$ cat src/rtl/evt_agg_pkg.sv
package evt_agg_pkg;
  localparam int unsigned BANKS  = 3;
  localparam int unsigned BITS   = 32;
  localparam int unsigned OUTS   = 3;
  localparam int unsigned BANK_W = $clog2(BANKS + 1);
  localparam int unsigned IDX_W  = $clog2(BITS);
  localparam int unsigned CODE_W = BANK_W + IDX_W;
  localparam int unsigned GRP_W  = $clog2(OUTS + 1);
  localparam int unsigned ADDR_W = GRP_W + BANK_W;
  typedef logic [BITS-1:0] word_t;
endpackage

$ cat src/rtl/evt_rst_sync.sv
module evt_rst_sync (
  input  logic clk,
  input  logic rst_n,
  output logic rst_sync_n
);
  logic [1:0] stage_q;

  always_ff @(posedge clk or negedge rst_n) begin
    if (!rst_n) stage_q <= 2'b00;
    else        stage_q <= {stage_q[0], 1'b1};
  end

  assign rst_sync_n = stage_q[1];
endmodule

$ cat src/rtl/evt_code_dec.sv
module evt_code_dec #(
  parameter int unsigned BANKS  = evt_agg_pkg::BANKS,
  parameter int unsigned BITS   = evt_agg_pkg::BITS,
  parameter int unsigned BANK_W = evt_agg_pkg::BANK_W,
  parameter int unsigned IDX_W  = evt_agg_pkg::IDX_W,
  localparam int unsigned CODE_W = BANK_W + IDX_W
) (
  input  logic                        valid,
  input  logic [CODE_W-1:0]           code,
  output logic [BANKS-1:0][BITS-1:0]  set_vec
);
  logic [BANK_W-1:0] bank_f;
  logic [IDX_W-1:0]  idx_f;

  assign bank_f = code[CODE_W-1:IDX_W];
  assign idx_f  = code[IDX_W-1:0];

  for (genvar b = 0; b < BANKS; b++) begin : g_bank
    assign set_vec[b] = (valid && bank_f == BANK_W'(b)) ? (BITS'(1) << idx_f) : '0;
  end
endmodule

$ cat src/rtl/evt_pend_bank.sv
module evt_pend_bank #(
  parameter int unsigned BITS = evt_agg_pkg::BITS
) (
  input  logic            clk,
  input  logic            rst_n,
  input  logic [BITS-1:0] set_bits,
  input  logic [BITS-1:0] clr_bits,
  output logic [BITS-1:0] pend
);
  logic [BITS-1:0] pend_d;
  logic            upd_en;

  // Clear first, then set: a same-cycle event survives a clear.
  always_comb begin
    upd_en = (|set_bits) || (|clr_bits);
    pend_d = (pend & ~clr_bits) | set_bits;
  end

  always_ff @(posedge clk or negedge rst_n) begin
    if (!rst_n)      pend <= '0;
    else if (upd_en) pend <= pend_d;
  end
endmodule

$ cat src/rtl/evt_mask_word.sv
module evt_mask_word #(
  parameter int unsigned BITS = evt_agg_pkg::BITS
) (
  input  logic            clk,
  input  logic            rst_n,
  input  logic            we,
  input  logic [BITS-1:0] wdata,
  output logic [BITS-1:0] value
);
  logic [BITS-1:0] value_d;

  always_comb value_d = we ? wdata : value;

  always_ff @(posedge clk or negedge rst_n) begin
    if (!rst_n)  value <= '0;
    else if (we) value <= value_d;
  end
endmodule

$ cat src/rtl/evt_irq_merge.sv
module evt_irq_merge #(
  parameter int unsigned BANKS = evt_agg_pkg::BANKS,
  parameter int unsigned BITS  = evt_agg_pkg::BITS,
  parameter int unsigned OUTS  = evt_agg_pkg::OUTS
) (
  input  logic [BANKS-1:0][BITS-1:0]            pend,
  input  logic [OUTS-1:0][BANKS-1:0][BITS-1:0]  mask,
  output logic [OUTS-1:0]                       irq
);
  logic [OUTS-1:0][BANKS-1:0] hit;

  for (genvar o = 0; o < OUTS; o++) begin : g_out
    for (genvar b = 0; b < BANKS; b++) begin : g_bank
      assign hit[o][b] = |(pend[b] & mask[o][b]);
    end
    assign irq[o] = |hit[o];
  end
endmodule

$ cat src/rtl/evt_irq_agg.sv
module evt_irq_agg #(
  parameter int unsigned BANKS  = evt_agg_pkg::BANKS,
  parameter int unsigned BITS   = evt_agg_pkg::BITS,
  parameter int unsigned OUTS   = evt_agg_pkg::OUTS,
  parameter int unsigned BANK_W = evt_agg_pkg::BANK_W,
  parameter int unsigned IDX_W  = evt_agg_pkg::IDX_W,
  parameter int unsigned GRP_W  = evt_agg_pkg::GRP_W,
  localparam int unsigned CODE_W = BANK_W + IDX_W,
  localparam int unsigned ADDR_W = GRP_W + BANK_W
) (
  input  logic              clk,
  input  logic              rst_n,
  input  logic              evt_valid,
  input  logic [CODE_W-1:0] evt_code,
  input  logic              bus_sel,
  input  logic              bus_wr,
  input  logic [ADDR_W-1:0] bus_addr,
  input  logic [BITS-1:0]   bus_wdata,
  output logic [BITS-1:0]   bus_rdata,
  output logic              irq_a,
  output logic              irq_b,
  output logic              irq_c
);
  logic                                rst_sync_n;
  logic [BANKS-1:0][BITS-1:0]          set_vec;
  logic [BANKS-1:0][BITS-1:0]          clr_vec;
  logic [BANKS-1:0][BITS-1:0]          pend_q;
  logic [OUTS-1:0][BANKS-1:0][BITS-1:0] mask_q;
  logic [OUTS-1:0][BANKS-1:0]          mask_we;
  logic [OUTS-1:0]                     irq_vec;
  logic [GRP_W-1:0]                    grp_f;
  logic [BANK_W-1:0]                   bank_f;
  logic                                wr_hit;

  assign grp_f  = bus_addr[ADDR_W-1:BANK_W];
  assign bank_f = bus_addr[BANK_W-1:0];
  assign wr_hit = bus_sel && bus_wr;

  evt_rst_sync u_rst (
    .clk        (clk),
    .rst_n      (rst_n),
    .rst_sync_n (rst_sync_n)
  );

  evt_code_dec #(.BANKS(BANKS), .BITS(BITS), .BANK_W(BANK_W), .IDX_W(IDX_W)) u_dec (
    .valid   (evt_valid),
    .code    (evt_code),
    .set_vec (set_vec)
  );

  for (genvar b = 0; b < BANKS; b++) begin : g_pend
    assign clr_vec[b] = (wr_hit && grp_f == '0 && bank_f == BANK_W'(b)) ? bus_wdata : '0;

    evt_pend_bank #(.BITS(BITS)) u_bank (
      .clk      (clk),
      .rst_n    (rst_sync_n),
      .set_bits (set_vec[b]),
      .clr_bits (clr_vec[b]),
      .pend     (pend_q[b])
    );
  end

  for (genvar o = 0; o < OUTS; o++) begin : g_mgrp
    for (genvar b = 0; b < BANKS; b++) begin : g_mbank
      assign mask_we[o][b] = wr_hit && grp_f == GRP_W'(o + 1) && bank_f == BANK_W'(b);

      evt_mask_word #(.BITS(BITS)) u_mask (
        .clk   (clk),
        .rst_n (rst_sync_n),
        .we    (mask_we[o][b]),
        .wdata (bus_wdata),
        .value (mask_q[o][b])
      );
    end
  end

  evt_irq_merge #(.BANKS(BANKS), .BITS(BITS), .OUTS(OUTS)) u_merge (
    .pend (pend_q),
    .mask (mask_q),
    .irq  (irq_vec)
  );

  assign irq_a = irq_vec[0];
  assign irq_b = irq_vec[1];
  assign irq_c = irq_vec[2];

  always_comb begin
    bus_rdata = '0;
    for (int b = 0; b < BANKS; b++) begin
      if (bank_f == BANK_W'(b)) begin
        if (grp_f == '0) bus_rdata = pend_q[b];
        for (int o = 0; o < OUTS; o++) begin
          if (grp_f == GRP_W'(o + 1)) bus_rdata = mask_q[o][b];
        end
      end
    end
  end
endmodule

$ cat config.mk
export PLATFORM = sky130hd
export DESIGN_NAME = evt_irq_agg
export DESIGN_NICKNAME = d
export VERILOG_FILES = /design/src/rtl/evt_agg_pkg.sv /design/src/rtl/evt_rst_sync.sv /design/src/rtl/evt_code_dec.sv /design/src/rtl/evt_pend_bank.sv /design/src/rtl/evt_mask_word.sv /design/src/rtl/evt_irq_merge.sv /design/src/rtl/evt_irq_agg.sv
export SDC_FILE = /design/constraint.sdc
export NUM_CORES = 1
export LEC_CHECK = 0
export CORE_MARGIN = 4
export CORE_UTILIZATION = 40
export CTS_BUF_LIST = sky130_fd_sc_hd__clkbuf_2 sky130_fd_sc_hd__clkbuf_4 sky130_fd_sc_hd__clkbuf_8
export DETAILED_ROUTE_END_ITERATION = 10
export GPL_TIMING_DRIVEN = 0
export PLACE_DENSITY_LB_ADDON = 0.2
export SYNTH_ARGS = -nofsm -noshare
export SYNTH_HDL_FRONTEND = slang
export SYNTH_SLANG_ARGS = --single-unit
$ cat constraint.sdc
create_clock -name clk -period 14.75 [get_ports clk]
set_clock_uncertainty 0.05 [all_clocks]
set_input_delay 2.95 -clock clk [delete_from_list [all_inputs] [get_ports clk]]
set_output_delay 2.95 -clock clk [all_outputs]
set_load 0.05 [all_outputs]
Word-level counts from Yosys, hierarchy flattened
Cells that the tools add are included.
Widths: inputs -> output; s select.
{ "op_classes": {"reduce_logical": 35, "shifts": 1, "n_eq_ne": 7, "bitwise": 18, "n_mux": 21} }
{ "op_table": {"columns": ["op", "count"], "rows": [
  ["$mux 32", 21],
  ["$and 32x32->32", 12],
  ["$reduce_or 96->1", 3],
  ["$reduce_or 32->1", 6],
  ["$not 32->32", 3],
  ["$or 32x32->32", 3],
  ["$shl 1x5->32 const A", 1],
  ["$logic_and 1x1->1", 20],
  ["$eq 2x2->1 const B", 4],
  ["$eq 2x1->1 const B", 3],
  ["$logic_not 2->1", 3],
  ["$logic_or 1x1->1", 3]
]} }
{ "word_totals": {"out_inout_bits": 35, "ff_bits": 386, "wordCells": 95, "inputBits": 48} }

Logic depth before layout (Yosys ltp)
Gate-level depths: netlist (run 1).
{ "logic_depth": {"depth_word": 16, "mapped_depth": 8} }

By module
A second synthesis (run 1) with hierarchy kept.
{ "unflattened": {"cells_unflattened": 1665, "hier_area_um2": 21823.4} }
{ "by_module_without_submodules": {"columns": ["mod", "cells_each", "seq_area_each_um2", "area_per_inst_um2", "n_inst"], "rows": [
  ["evt_mask_word", 68, 800.8, 1345.0, 9],
  ["evt_irq_agg", 409, 0.0, 3762.4, 1],
  ["evt_pend_bank", 96, 800.8, 1161.1, 3],
  ["evt_irq_merge", 187, 0.0, 1415.1, 1],
  ["evt_code_dec", 166, 0.0, 1003.5, 1],
  ["evt_rst_sync", 3, 50.0, 53.8, 1]
]} }

Least setup slack after synthesis (run 1)
OpenSTA, ideal clock, no wires.
{ "synth_path": {"path_kind": "input to output", "startpoint": "in bus_addr[0]", "endpoint": "out bus_rdata[10]", "stages": 7, "t_arrival_ps": 4977, "path_buffers": 3, "slack_ps": 6773, "path_cell_list": "buf_2 or2_1 buf_4 buf_2 o22ai_1 a21oi_1 o21ai_0"} }
{ "synth_via": {"elab_chain_cells": 12, "word_cells_on_any_way": 14, "classes_between": "eq/ne (2); mux (11); reduce/logical (1)"} }
{ "synth_rtl": {"columns": ["item", "line_no", "text"], "rows": [
  ["from (decl)", "evt_irq_agg.sv:17", "input logic [ADDR_W-1:0] bus_addr,"],
  ["$logic_not 2->1", "evt_irq_agg.sv:90", "if (bank_f == BANK_W'(b)) begin"],
  ["$mux 32", "evt_irq_agg.sv:90", null],
  ["$mux 32", "evt_irq_agg.sv:91", "if (grp_f == '0) bus_rdata = pend_q[b];"],
  ["$mux 32 (3 in a row)", "evt_irq_agg.sv:93", "if (grp_f == GRP_W'(o + 1)) bus_rdata = mask_q[o][b];"],
  ["$mux 32", "evt_irq_agg.sv:90", null],
  ["$mux 32", "evt_irq_agg.sv:91", null],
  ["$mux 32 (3 in a row)", "evt_irq_agg.sv:93", null],
  ["$mux 32 (*)", "evt_irq_agg.sv:90", null],
  ["to (decl)", "evt_irq_agg.sv:19", "output logic [BITS-1:0] bus_rdata,"]
]} }
Every way passes the cells marked *; elsewhere a longest branch is shown, timed or not.

Final worst setup path (run 1)
{ "layout_path": {"startpoint": "in bus_addr[3]", "endpoint": "out bus_rdata[21]"} }
{ "layout_via": {"elab_chain_cells": 16, "word_cells_on_any_way": 19, "classes_between": "eq/ne (3); mux (15); reduce/logical (1)"} }
{ "layout_rtl": {"columns": ["item", "line_no"], "rows": [
  ["$logic_not 2->1", "evt_irq_agg.sv:91"],
  ["$mux 32", "evt_irq_agg.sv:91"],
  ["$mux 32 (3 in a row)", "evt_irq_agg.sv:93"],
  ["$mux 32", "evt_irq_agg.sv:90"],
  ["$mux 32", "evt_irq_agg.sv:91"],
  ["$mux 32 (3 in a row)", "evt_irq_agg.sv:93"],
  ["$mux 32", "evt_irq_agg.sv:90"],
  ["$mux 32", "evt_irq_agg.sv:91"],
  ["$mux 32 (3 in a row)", "evt_irq_agg.sv:93"],
  ["$mux 32 (*)", "evt_irq_agg.sv:90"]
]} }
Marks and branches as above.

==> metrics, run 1 <==
antenna-violating nets left 0; Reg2Reg Setup Slack 12,550 ps; gpl congestion 1.04; die width 229 µm; routed length on met3 11.7 mm; total power divided by cell area 149 nW/µm²; Met1 Routed Length 42.5 mm; Placed Instance Area 21,400 µm²; Layout area overhead 16.9%; area of the die 52,700 µm²; Clock Pin Slew Worst Setup and Hold Paths 60 ps; core area 48,100 µm²; fillers 4,524; most numerous cell on the critical path clkdlybuf4s50_1; count of synthesis-stage warnings from yosys 0; count of input and output buffers 79; via count of the first global-routing pass 16,100; Inserted Clock Buffers 73; clock network latency to the later pin of the worst-skew pair 670 ps; setup tns final 0 ps; wire length of the first global-routing pass 141 mm; final core utilization 0.476; Rel. slew slack 0.125; worst endpoint data arrival time 6450 ps; ports placed on the boundary 83; worst reg2reg startpoint u_rst.stage_q[1]; share of synthesized area occupied by flip-flops and latches 0.492; count of hold-fix buffers inserted at cts 0; family with the most delay on the worst path buffers and inverters; delay of the slowest cell on the worst path 870 ps; fraction of the cycle the final worst path needs 0.641; row cnt 80; commonest register cell after synthesis dfrtp_1; Post-Route WL 105 mm; leakage power summed over all cells 0.00957 µW; cell at the slowest stage of the critical path clkdlybuf4s50_1; net count after synthesis 1,621; synthesized instance count 1,573; placed wire-length estimate after detailed placement 80.8 mm; max-cap violation count 0; top achievable clock speed 0.106 GHz; pin slew with the least headroom to its limit 1310 ps; clock tree from TritonCTS yes; vias post-DR 16,500; count of final setup violators 0; library cells used by synthesis 43; CTS Root Buffer Type clkbuf_8; category of the worst setup path launch point primary input; average detailed-routed wire length per instance 43.2 µm; clk sinks 386; library cell occupying the most area in the post-synthesis netlist dfrtp_1; fin. max-slew vios 0; top metal layer carrying routed signals met5; share of post-route cells with drive strength above 1 0.307; setup bufs post-CTS 0; worst voltage drop across the vdd grid 0.0931 mV; Buf/Inv on CP 4; final design instance area without fill 22,900 µm²; initial antenna violation count 3; hold slack 299 ps; H-Tree Level Count 3; Nets 1,781; Antenna Diode Count 0; total DRC errors in the routed layout 0; worst min path class flop to asynchronous set/reset pin; drt initial violations 2,186; endpoint of the lowest-slack register-to-register path g_mgrp[1].g_mbank[0].u_mask.value[30]; average size of a mapped cell 12.5 µm²; Reg2Reg Depth 4; netlist area before placement 19,600 µm²; critical-path maximum fanout 10; Setup CP Type primary input to primary output; top library cells by usage in the layout, fill and taps aside dfrtp_1 (385), mux2_2 (264), nand2_1 (162); Hold Violations, Final 0; async set-or-reset flop fraction in the synthesized netlist 1.00; Met2 Wirelength 44.5 mm; starting density of the core 0.407; critical path, cell by cell clkdlybuf4s50_1 > buf_6 > nor2_4 > buf_1 > a22oi_1 > o22ai_1 > a21oi_1 > o21ai_0 > clkdlybuf4s50_1; final critical path time including I/O delays and setup 9450 ps; RSZ-0062 raised after global routing no; DR pass1 iterations 6; height of the chip 229 µm; most common cell after layout, fill and taps aside dfrtp_1; largest net degree at the start of global routing 67; data required time at the worst endpoint 11,750 ps; critical path endpoint category primary output; grt total ovfl 0; Via-to-Cell Ratio 6.78; maximum buffer depth of the clock tree 3; main area contributors after synthesis dfrtp_1 (49%), mux2_2 (15%), mux4_2 (7.3%); post-synthesis register bit count 386; number of synthesized flops with an enable pin 0; overall global routing resource usage 0.396; top cell type's share of synthesized area 0.492; post-CTS resize count 0; run status finished clean
## kinds of logic after synthesis
kind of cell / Yosys count / synth area share
buf+inv: 130 / 0.0376
compound gates: 360 / 0.134
other cells: 1 / 0.000191
mux: 396 / 0.261
simple gates: 300 / 0.0747
flops: 386 / 0.492
## per-stage QoR
step	power [µW]	std cells	setup WS, ps
final	3410	2439	5300
after global routing	3490	2439	5250
after CTS	3380	2439	5390
after detailed placement	2250	2314	5390
after global placement	2230	2308	-1820
after floorplan	1830	1573	3150
## flip-flops by register name, summed over array words and instances, names as in the netlist
name and flops:
u_rst.stage_q 2, g_pend.u_bank.pend 96, g_mgrp.g_mbank.u_mask.value 288
## synth_stat cells, drive strengths merged, types with 2 or more instances
cell type,instances
buf,70
nand4,27
a22o,55
a22oi,120
a21oi,34
nand2b,5
nor2b,4
and3b,2
o22ai,18
o31ai,2
nand3,17
clkbuf,55
nor2,55
dfrtp,386
o21ai,52
nor3b,4
mux2i,48
mux4,64
mux2,284
nand2,162
nor4,6
nand3b,5
a221oi,19
o2bb2ai,60
nor3,6
or3,3
inv,5
## layout make-up
type,count,area (µm²),share of cell area
repair buffers,85,956,0.0417
well taps,656,821,0.0358
multi-input cells,1057,9220,0.402
inverters,5,18.8,0.000818
clock inverters,7,91.3,0.00398
clock buffers,118,1450,0.0632
plain buffers,125,719,0.0314
flip-flops and latches,386,9660,0.421
## power breakdown
group,switching [µW],internal [µW]
logic,341,309
registers,374,1250
clock network,488,652
## how the worst max path moves through the flow
| stage | startpoint | endpoint | slack [ps] | cells after the start |
|---|---|---|---|---|
| 2_1_floorplan | u_rst.stage_q[1] | g_mgrp[0].g_mbank[0].u_mask.value[0] | 3150 | 0 |
| 3_3_place_gp | u_rst.stage_q[1] | g_mgrp[1].g_mbank[0].u_mask.value[27] | -1820 | 0 |
| 3_5_place_dp | bus_addr[3] | bus_rdata[20] | 5390 | 9 |
| 4_1_cts | bus_addr[3] | bus_rdata[20] | 5390 | 9 |
| 5_1_grt | bus_addr[3] | bus_rdata[20] | 5250 | 9 |
| 6_report | bus_addr[3] | bus_rdata[21] | 5300 | 9 |
## routing by layer
| metal | global-route usage | vias up |
|---|---|---|
| met5 | 0 | - |
| met4 | 0.205 | 4 |
| met3 | 0.127 | 306 |
| met2 | 0.568 | 1201 |
| met1 | 0.537 | 8697 |
| li1 | - | 6323 |
Note: power is estimated with default switching activity, not from simulation.
==> run 2, diff against run 1 <==
==> constraint.sdc (replaced) <==
create_clock -name clk -period 7.6 [get_ports clk]
set_clock_uncertainty 0.05 [all_clocks]
set_input_delay 1.52 -clock clk [delete_from_list [all_inputs] [get_ports clk]]
set_output_delay 1.52 -clock clk [all_outputs]
set_load 0.05 [all_outputs]
==> run 2 against run 1 <==
- cell area grew 0.17%
- critical path depth is the same
- sequential power grew 93%
- worst hold slack lost 150 ps
- register-to-register slack lost 6600 ps
- largest power group unchanged
==> metrics, run 2 (synthesized netlist as in run 1, its figures left out) <==
run status finished clean; starting density of the core 0.407 (unchanged); die width 229 µm (unchanged); final critical path time including I/O delays and setup 6610 ps; Via-to-Cell Ratio 6.74 (-0.54%); count of hold-fix buffers inserted at cts 0 (unchanged); delay of the slowest cell on the worst path 870 ps (about the same); total DRC errors in the routed layout 0 (unchanged); Switching Fraction 0.353 (about the same); critical-path maximum fanout 10 (unchanged); proportion of power drawn by flip-flops and latches 0.472 (-0.003); part of the power in the clock network 0.338 (+0.004); clock network latency to the later pin of the worst-skew pair 670 ps (about the same); initial antenna violation count 2 (-1); Layout area overhead 17.1%; maximum buffer depth of the clock tree 3 (unchanged); fin. max-slew vios 0 (unchanged); Hold Violations, Final 0 (unchanged); antenna-violating nets left 0 (unchanged); Post-Route WL 105 mm (-0.62%); cell at the slowest stage of the critical path clkbuf_1; via count of the first global-routing pass 15,800 (-1.4%); final design instance area without fill 23,000 µm² (+0.17%); Clock Pin Slew Worst Setup and Hold Paths 60 ps (about the same); post-CTS resize count 0 (unchanged); largest net degree at the start of global routing 71 (+6.0%); worst min path class flop to asynchronous set/reset pin; fraction of the cycle the final worst path needs 0.870; placed wire-length estimate after detailed placement 80.5 mm (-0.29%); core area 48,100 µm² (unchanged); footprint of the multi-input gates 9220 µm² (unchanged); setup bufs post-CTS 0 (unchanged); sw power 2340 µW (+94%); category of the worst setup path launch point primary input; area of the die 52,700 µm² (unchanged); ports placed on the boundary 83 (unchanged); worst endpoint data arrival time 5040 ps (-1410 ps); Int Pwr 4280 µW (+94%); critical path, cell by cell clkdlybuf4s50_1 > buf_6 > buf_6 > clkbuf_1 > nand2_1 > o21ai_0 > a21oi_1 > o21ai_0 > clkdlybuf4s50_1; clk sinks 386 (unchanged); grt total ovfl 0 (unchanged); total power divided by cell area 288 nW/µm² (+94%); Reg with most FFs g_mgrp.g_mbank.u_mask.value; H-Tree Level Count 3 (unchanged); height of the chip 229 µm (unchanged); final core utilization 0.477 (+0.000832); CTS Root Buffer Type clkbuf_8; overall global routing resource usage 0.394 (-0.00143); family with the most delay on the worst path buffers and inverters; Inserted Clock Buffers 72 (-1.4%); vias post-DR 16,500 (-0.38%); area used by sequential logic in the layout 9660 µm² (unchanged); wire length of the first global-routing pass 142 mm (+0.11%); Nets 1,780 (-0.056%); fillers 4,432 (-2.0%); most common cell after layout, fill and taps aside dfrtp_1; max FFs per register 288 (unchanged); drt initial violations 2,162 (-1.1%); final instance count without filler cells 2,443 (+0.16%); largest registers g_mgrp.g_mbank.u_mask.value x288, g_pend.u_bank.pend x96, u_rst.stage_q x2; critical path endpoint category primary output; RSZ-0062 raised after global routing no; Placed Instance Area 21,400 µm² (unchanged); leakage power summed over all cells 0.00959 µW (+0.20%); Cell Count Post-Placement 2,314 (unchanged); pin slew with the least headroom to its limit 1250 ps (-65.1 ps); DR pass1 iterations 7 (+1); Buf/Inv on CP 5 (+1); average detailed-routed wire length per instance 42.9 µm (-0.78%); data required time at the worst endpoint 6030 ps (-5720 ps); top library cells by usage in the layout, fill and taps aside dfrtp_1 (385), mux2_2 (264), nand2_1 (162); gpl congestion 1.02 (-1.2%); Setup CP Type primary input to primary output; total power after layout 6620 µW (+94%); clock tree from TritonCTS yes; combinational group share of total power 0.191 (about the same); top achievable clock speed 0.151 GHz; row cnt 80 (unchanged); hold slack 150 ps (-149 ps); count of final setup violators 0 (unchanged); count of input and output buffers 79 (unchanged); worst voltage drop across the vdd grid 0.154 mV (+66%); share of post-route cells with drive strength above 1 0.308 (+0.00155); Antenna Diode Count 0 (unchanged); max-cap violation count 0 (unchanged); Rel. slew slack 0.165 (+0.0403)
==> run 2: changes by cell type in the layout (fill, tap and decap cells not counted) <==
cell	before	now
inv_6	1	3
clkbuf_4	28	19
clkbuf_8	90	93
inv_8	0	1
clkinvlp_4	1	2
clkinv_2	3	9
==> run 2: per-layer routing <==
| layer | share of wire | global-route usage | routed length [µm] |
|---|---|---|---|
| met4 | 0.061 | 0.192 | 6410 |
| met2 | 0.43 | 0.576 | 44900 |
| met3 | 0.099 | 0.113 | 10400 |
| met1 | 0.41 | 0.540 | 43000 |
| met5 | 0.00012 | 0 | 13 |
==> run 2: path summary, 6_finish.rpt <==
check	start	endpoint	slack [ps]	depth (start not counted)
max in group asynchronous	u_rst.stage_q[1]	g_pend[0].u_bank.pend[30]	5980	3
min reg2reg	u_rst.stage_q[1]	g_mgrp[2].g_mbank[1].u_mask.value[10]	150	0
max	bus_addr[3]	bus_rdata[27]	990	9
min	u_rst.stage_q[1]	g_mgrp[2].g_mbank[1].u_mask.value[10]	150	0
max reg2reg	u_rst.stage_q[1]	g_pend[0].u_bank.pend[30]	5980	3
min in group clk	u_rst.stage_q[0]	u_rst.stage_q[1]	300	0
==> run 2: area by class of cell <==
class,instances,share of cell area
flip-flops and latches,386,0.421
multi-input cells,1057,0.401
clock buffers,112,0.0619
repair buffers,85,0.0416
well taps,656,0.0357
plain buffers,125,0.0313
clock inverters,17,0.00686
inverters,5,0.000817
==> run 2: power groups by stage <==
| stage | logic [µW] | registers (µW) | clock network, µW |
|---|---|---|---|
| 6_report | 1260 | 3120 | 2240 |
| 5_1_grt | 1330 | 3100 | 2350 |
| 4_1_cts | 1250 | 3070 | 2250 |
| 3_5_place_dp | 1240 | 3100 | 0 |
| 3_3_place_gp | 1170 | 3140 | 0 |
| 2_1_floorplan | 841 | 2700 | 0 |
==> run 2: per-stage QoR <==
stage	setup slack, ps	setup TNS [ps]
final	990	0
after global routing	1060	0
after CTS	1130	0
after detailed placement	1160	0
after global placement	-1450	-534080
after floorplan	1250	0
==> run 2: worst register-to-register path: stages, from the launching register on <==
cell	delay, ps
dfrtp_4	580
buf_16	330
buf_16	380
buf_16	350
